--- src/rtl/isp_cmd_pkg.sv ---
package isp_cmd_pkg;
  localparam logic [7:0] ENABLE_OP  = 8'hAC;
  localparam logic [7:0] ENABLE_KEY = 8'h53;

  typedef struct packed {
    logic clear;     // reset pin high: hold everything cleared
    logic shiftIn;   // rising serial clock: take one bit
    logic shiftOut;  // falling serial clock: present next echo bit
    logic echoLoad;  // a byte just completed
    logic frameEnd;  // an instruction just completed
  } ispStrobe_t;
endpackage

--- src/rtl/isp_cmd_ctl.sv ---
module isp_cmd_ctl
  import isp_cmd_pkg::*;
#(
  parameter int SYNC_STAGES = 2,
  parameter int BYTE_W      = 8,
  parameter int INSTR_BYTES = 4,
  localparam int FRAME_BITS = BYTE_W * INSTR_BYTES,
  localparam int CNT_W      = $clog2(FRAME_BITS),
  localparam int LOW_W      = $clog2(BYTE_W)
) (
  input  logic             clk,
  input  logic             sysRstN,
  input  logic             tgtRstN,
  input  logic             sckIn,
  input  logic             mosiIn,
  output ispStrobe_t       strb,
  output logic             mosiBit,
  output logic [CNT_W-1:0] bitCnt
);
  logic [SYNC_STAGES-1:0] sckQ, mosiQ, rstQ;
  logic sckPrev, sckRise, sckFall, lastBit;

  always_ff @(posedge clk or negedge sysRstN) begin
    if (!sysRstN) begin
      sckQ    <= '0;
      mosiQ   <= '0;
      rstQ    <= '1;
      sckPrev <= 1'b0;
    end else begin
      sckQ    <= {sckQ[SYNC_STAGES-2:0], sckIn};
      mosiQ   <= {mosiQ[SYNC_STAGES-2:0], mosiIn};
      rstQ    <= {rstQ[SYNC_STAGES-2:0], tgtRstN};
      sckPrev <= sckQ[SYNC_STAGES-1];
    end
  end

  assign sckRise = sckQ[SYNC_STAGES-1] & ~sckPrev;
  assign sckFall = ~sckQ[SYNC_STAGES-1] & sckPrev;
  assign mosiBit = mosiQ[SYNC_STAGES-1];
  assign lastBit = (bitCnt == CNT_W'(FRAME_BITS - 1));

  always_comb begin
    strb.clear    = rstQ[SYNC_STAGES-1];
    strb.shiftIn  = sckRise & ~strb.clear;
    strb.shiftOut = sckFall & ~strb.clear;
    strb.echoLoad = strb.shiftIn & (&bitCnt[LOW_W-1:0]);
    strb.frameEnd = strb.shiftIn & lastBit;
  end

  always_ff @(posedge clk or negedge sysRstN) begin
    if (!sysRstN)           bitCnt <= '0;
    else if (strb.clear)    bitCnt <= '0;
    else if (strb.shiftIn)  bitCnt <= lastBit ? '0 : bitCnt + 1'b1;
  end
endmodule

--- src/rtl/isp_cmd_dp.sv ---
module isp_cmd_dp
  import isp_cmd_pkg::*;
#(
  parameter int BYTE_W      = 8,
  parameter int INSTR_BYTES = 4,
  localparam int FRAME_BITS = BYTE_W * INSTR_BYTES
) (
  input  logic                  clk,
  input  logic                  sysRstN,
  input  ispStrobe_t            strb,
  input  logic                  mosiBit,
  output logic [FRAME_BITS-1:0] frameWord,
  output logic                  misoOut
);
  logic [FRAME_BITS-2:0] shiftReg;
  logic [BYTE_W-1:0]     echoReg;

  assign frameWord = {shiftReg, mosiBit};

  always_ff @(posedge clk or negedge sysRstN) begin
    if (!sysRstN) begin
      shiftReg <= '0;
      echoReg  <= '0;
      misoOut  <= 1'b0;
    end else if (strb.clear) begin
      shiftReg <= '0;
      echoReg  <= '0;
      misoOut  <= 1'b0;
    end else begin
      if (strb.shiftIn) shiftReg <= frameWord[FRAME_BITS-2:0];
      if (strb.echoLoad) echoReg <= frameWord[BYTE_W-1:0];
      else if (strb.shiftOut) begin
        misoOut <= echoReg[BYTE_W-1];
        echoReg <= {echoReg[BYTE_W-2:0], 1'b0};
      end
    end
  end
endmodule

--- src/rtl/isp_cmd_dec.sv ---
module isp_cmd_dec
  import isp_cmd_pkg::*;
#(
  parameter int BYTE_W      = 8,
  parameter int INSTR_BYTES = 4,
  localparam int FRAME_BITS = BYTE_W * INSTR_BYTES,
  localparam int ADDR_W     = (INSTR_BYTES - 2) * BYTE_W
) (
  input  logic                  clk,
  input  logic                  sysRstN,
  input  ispStrobe_t            strb,
  input  logic [FRAME_BITS-1:0] frameWord,
  input  logic                  cmdReady,
  output logic                  cmdValid,
  output logic [BYTE_W-1:0]     cmdOpcode,
  output logic [ADDR_W-1:0]     cmdAddr,
  output logic [BYTE_W-1:0]     cmdData,
  output logic                  busyErr
);
  logic enabled, isEnable, waiting;
  logic [BYTE_W-1:0] opByte, keyByte;

  assign opByte   = frameWord[FRAME_BITS-1 -: BYTE_W];
  assign keyByte  = frameWord[FRAME_BITS-BYTE_W-1 -: BYTE_W];
  assign isEnable = (opByte == ENABLE_OP) && (keyByte == ENABLE_KEY);
  assign waiting  = cmdValid & ~cmdReady;

  always_ff @(posedge clk or negedge sysRstN) begin
    if (!sysRstN) begin
      enabled   <= 1'b0;
      cmdValid  <= 1'b0;
      busyErr   <= 1'b0;
      cmdOpcode <= '0;
      cmdAddr   <= '0;
      cmdData   <= '0;
    end else if (strb.clear) begin
      enabled  <= 1'b0;
      cmdValid <= 1'b0;
      busyErr  <= 1'b0;
    end else begin
      if (cmdValid && cmdReady) cmdValid <= 1'b0;
      if (strb.frameEnd) begin
        if (isEnable) enabled <= 1'b1;
        else if (enabled) begin
          if (waiting) busyErr <= 1'b1;
          else begin
            cmdValid  <= 1'b1;
            cmdOpcode <= opByte;
            cmdAddr   <= frameWord[BYTE_W +: ADDR_W];
            cmdData   <= frameWord[BYTE_W-1:0];
          end
        end
      end
    end
  end
endmodule

--- src/rtl/isp_cmd_if.sv ---
module isp_cmd_if
  import isp_cmd_pkg::*;
#(
  parameter int SYNC_STAGES = 2,
  parameter int BYTE_W      = 8,
  parameter int INSTR_BYTES = 4,
  localparam int FRAME_BITS = BYTE_W * INSTR_BYTES,
  localparam int CNT_W      = $clog2(FRAME_BITS),
  localparam int ADDR_W     = (INSTR_BYTES - 2) * BYTE_W
) (
  input  logic              clk,
  input  logic              sysRstN,
  input  logic              tgtRstN,
  input  logic              sckIn,
  input  logic              mosiIn,
  output logic              misoOut,
  output logic              cmdValid,
  input  logic              cmdReady,
  output logic [BYTE_W-1:0] cmdOpcode,
  output logic [ADDR_W-1:0] cmdAddr,
  output logic [BYTE_W-1:0] cmdData,
  output logic              busyErr
);
  ispStrobe_t            strb;
  logic                  mosiBit;
  logic [CNT_W-1:0]      bitCnt;
  logic [FRAME_BITS-1:0] frameWord;

  isp_cmd_ctl #(.SYNC_STAGES(SYNC_STAGES), .BYTE_W(BYTE_W), .INSTR_BYTES(INSTR_BYTES)) ctl_i (
    .clk(clk), .sysRstN(sysRstN), .tgtRstN(tgtRstN), .sckIn(sckIn), .mosiIn(mosiIn),
    .strb(strb), .mosiBit(mosiBit), .bitCnt(bitCnt));

  isp_cmd_dp #(.BYTE_W(BYTE_W), .INSTR_BYTES(INSTR_BYTES)) dp_i (
    .clk(clk), .sysRstN(sysRstN), .strb(strb), .mosiBit(mosiBit),
    .frameWord(frameWord), .misoOut(misoOut));

  isp_cmd_dec #(.BYTE_W(BYTE_W), .INSTR_BYTES(INSTR_BYTES)) dec_i (
    .clk(clk), .sysRstN(sysRstN), .strb(strb), .frameWord(frameWord), .cmdReady(cmdReady),
    .cmdValid(cmdValid), .cmdOpcode(cmdOpcode), .cmdAddr(cmdAddr), .cmdData(cmdData),
    .busyErr(busyErr));
endmodule

--- config.mk ---
export PLATFORM = sky130hd
export DESIGN_NAME = isp_cmd_if
export DESIGN_NICKNAME = d
export VERILOG_FILES = /design/src/rtl/isp_cmd_pkg.sv /design/src/rtl/isp_cmd_ctl.sv /design/src/rtl/isp_cmd_dp.sv /design/src/rtl/isp_cmd_dec.sv /design/src/rtl/isp_cmd_if.sv
export SDC_FILE = /design/constraint.sdc
export NUM_CORES = 1
export LEC_CHECK = 0
export ABC_AREA = 1
export BUFFER_PORTS_ARGS = -buffer_cell sky130_fd_sc_hd__buf_2
export CAP_MARGIN = 20
export CORE_ASPECT_RATIO = 0.7
export CORE_UTILIZATION = 60
export DETAILED_ROUTE_END_ITERATION = 10
export PLACE_DENSITY = 0.89
export REMOVE_ABC_BUFFERS = 1
export SLEW_MARGIN = 20
export SYNTH_ARGS = -nofsm -noshare
export SYNTH_HDL_FRONTEND = slang
export SYNTH_SLANG_ARGS = --single-unit
--- constraint.sdc ---
create_clock -name clk -period 2.95 [get_ports clk]
set_clock_uncertainty 0.1 [all_clocks]
set_input_delay 0.59 -clock clk [delete_from_list [all_inputs] [get_ports clk]]
set_output_delay 0.59 -clock clk [all_outputs]
set_load 0.02 [all_outputs]
==> results.md <==
- Outcome: finished clean
- Asr flop ratio synth: 1.00
- Fraction of the cycle the final worst path needs: 0.729
- Total Power: 2.12 mW
- Hold Violations, Final: 0
- Leak pwr: 2.08 nW
- Slowest stage cell, crit path: nand2_1
- Area occupied by multi-input gates: 0.00110 mm2
- Largest net degree at the start of global routing: 46
- Share of cells above drive strength 1: 0.177
- Synth Register Bits: 87
- Setup CP Type: reg -> reg
- Vias in the first global route: 2528
- Hpwl dp: 4.57 mm
- Largest cells by area after synthesis: dfrtp_1 (59%), nand2_1 (10%), nand4_1 (5.6%)
- Gate power share: 0.035
- Die W: 94.6 um
- Longest Clk Path Bufs: 2
- Class of the worst hold path: in -> async
- Mean post-synth cell area: 9.75 um2
- Cts hold-fix bufs: 0
- Detailed Route Iter0 Violations: 244
- Pre-CTS setup slack: 851 ps
- Peak VDD IR: 0.000442 V
- CP Launch Type: flip-flop
- Ys Warns: 0
- Post-synth top area cell: dfrtp_1
- Critical Path End Type: flip-flop
- Tmin final: 2150 ps
- DIE HEIGHT: 66.8 um
- Vias/cell: 5.63
- WL/cell: 14.6 um
- Switch share: 0.229
- GRT overflow: 0
- Ant diodes: 0
- Area delta synth->final: 11.7%
- First-pass GRT wire length: 11.8 mm
- Worst EP arrival: 2300 ps
- Placed insts: 472
- # nets final: 417
- Util after Layout: 0.698
- Slew @ Worst Pin: 990 ps
- DR pass1 iterations: 5
- Post-synthesis sequential area ratio: 0.606
- DRT Wirelength: 7.13 mm
- Total CTS buffers: 9
- Power Internal: 1.63 mW
- Setup_tns: 0 ps
- Buffers on Ports: 40
- Starting Density: 0.625
- FP Rows: 23
- Post_cts resized: 0
- Most common cell in the synthesized netlist: nand2_1
- Sw power: 0.487 mW
- Crit path required time: 3100 ps
- PwrDens: 528 mW/mm2
- Post-Layout Cell Count: 487
- Crit-path max cell delay: 510 ps
- Clk_lat worst skew: 370 ps
- Clk pwr share: 0.389
- Register share of total power: 0.576
- Post-CTS setup buffer count: 0
- Final ANT Viol Nets: 0
- Max_cap viols: 0
- Crit path max fanout: 32
- Routed via count: 2742
- CTS tree: done
- Most used cell, CP: nand2_1
- H-tree depth: 3
- Fmax: 465 MHz
- RSZ-0062 raised after global routing: false
- Synth Cell Area: 0.00360 mm2
- Filler cells: 428
- GRT Util Overall: 0.254
- Synth Flop Type: dfrtp_1
- Syn Inst Count: 369
- CTS root buf: clkbuf_8
- Area share of the largest cell type after synthesis: 0.591
- Post-synth EDFFs: 0
- Initial antenna violation count: 0
- Top Ports: 41
- Slew Limit Fails: 0
- R2r setup slk: 800 ps
- Residual DRC: 0
- Worst path cell trace: inv_1 -> nor2_1 -> nand2_1 -> nor2_1 -> nand2_1 -> nand3_4 -> nand2_1 -> nand2_1
- Core ar.: 0.00576 mm2
- Setup ws final: 799 ps
- Synth cell count leaders: nand2_1 (96), dfrtp_1 (85), inv_1 (50)
- FF/Latch Area: 0.00218 mm2
- Final setup viols: 0
- CTS Sinks: 87
- Yosys cell types: 29
- Final GP Congestion: 0.777
- Reg clk slew, reported paths: 80 ps
- Die area: 0.00632 mm2
- Max_slew headroom: 0.339
cell type report:
| class | count | area share |
|---|---|---|
| flip-flops and latches | 87 | 0.542 |
| repair buffers | 47 | 0.0635 |
| well taps | 75 | 0.0233 |
| clock inverters | 5 | 0.0146 |
| inverters | 52 | 0.0492 |
| multi-input cells | 211 | 0.273 |
| clock buffers | 10 | 0.0342 |
metrics by stage:
stage | instance area [um2] | hold WS [ps]
after global placement | 3820 | 233
final | 4020 | 105
after global routing | 4020 | 140
after floorplan | 3470 | 194
after detailed placement | 3820 | 235
after CTS | 4020 | 126
cell families (layout without fill, tap and decap cells):
kind of cell / Yosys count / in the layout / share of synthesized area
AOI/OAI and AO/OA: 53 / 53 / 0.0866
DFF: 87 / 87 / 0.606
adders and majority gates: 3 / 3 / 0.0104
and+or+nand+nor: 154 / 154 / 0.205
xor gates and xnor gates: 1 / 1 / 0.00243
buffers and inverters: 71 / 114 / 0.0894
cell usage in the layout (no fill, tap or decap):
| cell type | n |
|---|---|
| dfstp_2 | 2 |
| nand3_1 | 8 |
| inv_1 | 50 |
| nand4_4 | 1 |
| clkinvlp_4 | 2 |
| xor2_1 | 1 |
| o21ai_0 | 8 |
| ha_1 | 3 |
| nand2_4 | 1 |
| bufinv_16 | 1 |
| nand2_2 | 1 |
| buf_2 | 39 |
| o31ai_1 | 1 |
| a21oi_1 | 4 |
| clkinv_4 | 1 |
| nor2_4 | 1 |
| or2_2 | 1 |
| a21oi_2 | 1 |
| o21ai_1 | 7 |
| nand3b_1 | 1 |
| dfrtp_1 | 85 |
| buf_4 | 8 |
| clkinv_1 | 1 |
| nor2_8 | 1 |
| nand3_4 | 1 |
| nand4_1 | 32 |
| inv_4 | 1 |
| clkinv_2 | 1 |
| clkbuf_8 | 10 |
| o22ai_1 | 32 |
| nor2_1 | 10 |
| nand2_1 | 96 |
state kept, by name (all words and copies together) (netlist names):
register and flops:
ctl_i.sckQ 2, ctl_i.bitCnt 5, dec_i.enabled 1, dec_i.cmdOpcode 8, dec_i.cmdData 8, dp_i.shiftReg 31
dp_i.misoOut 1, ctl_i.rstQ 2, dec_i.cmdValid 1, ctl_i.sckPrev 1, dec_i.busyErr 1, dec_i.cmdAddr 16
ctl_i.mosiQ 2, dp_i.echoReg 8
metal layers:
metal  global-route usage  vias to the layer above  routed length, um
met5                    0                        -                  0
met4               0.0720                        0                 78
met3               0.0936                       10                455
met2                0.402                       98               3320
met1                0.331                     1339               3270
li1                     -                     1295                  -
power by group through the flow:
stage / Clock, mW / Sequential [mW] / Combinational [mW]
6_report: 0.825 / 1.22 / 0.0745
5_1_grt: 0.887 / 1.22 / 0.0843
4_1_cts: 0.832 / 1.22 / 0.0758
3_3_place_gp: 0 / 1.24 / 0.0722
2_1_floorplan: 0 / 1.24 / 0.0339
3_5_place_dp: 0 / 1.25 / 0.0760
path summary, 6_finish.rpt:
kind                                 endpoint         startpoint  depth (start not counted)
min in group clk                ctl_i.rstQ[0]            tgtRstN                          1
setup reg to reg             dec_i.cmdData[2]  dp_i.shiftReg[21]                          8
hold reg to reg                ctl_i.mosiQ[1]     ctl_i.mosiQ[0]                          0
hold / removal             dec_i.cmdOpcode[5]            sysRstN                          1
setup / recovery             dec_i.cmdData[2]  dp_i.shiftReg[21]                          8
max in group asynchronous       ctl_i.rstQ[1]            sysRstN                          2
worst max-delay path, delay by kind of cell (launching register included):
kind / cells / cell delay (ps)
buf+inv: 1 / 100
flops: 1 / 400
simple gates: 7 / 1440
Power figures use the tool's default switching activity.
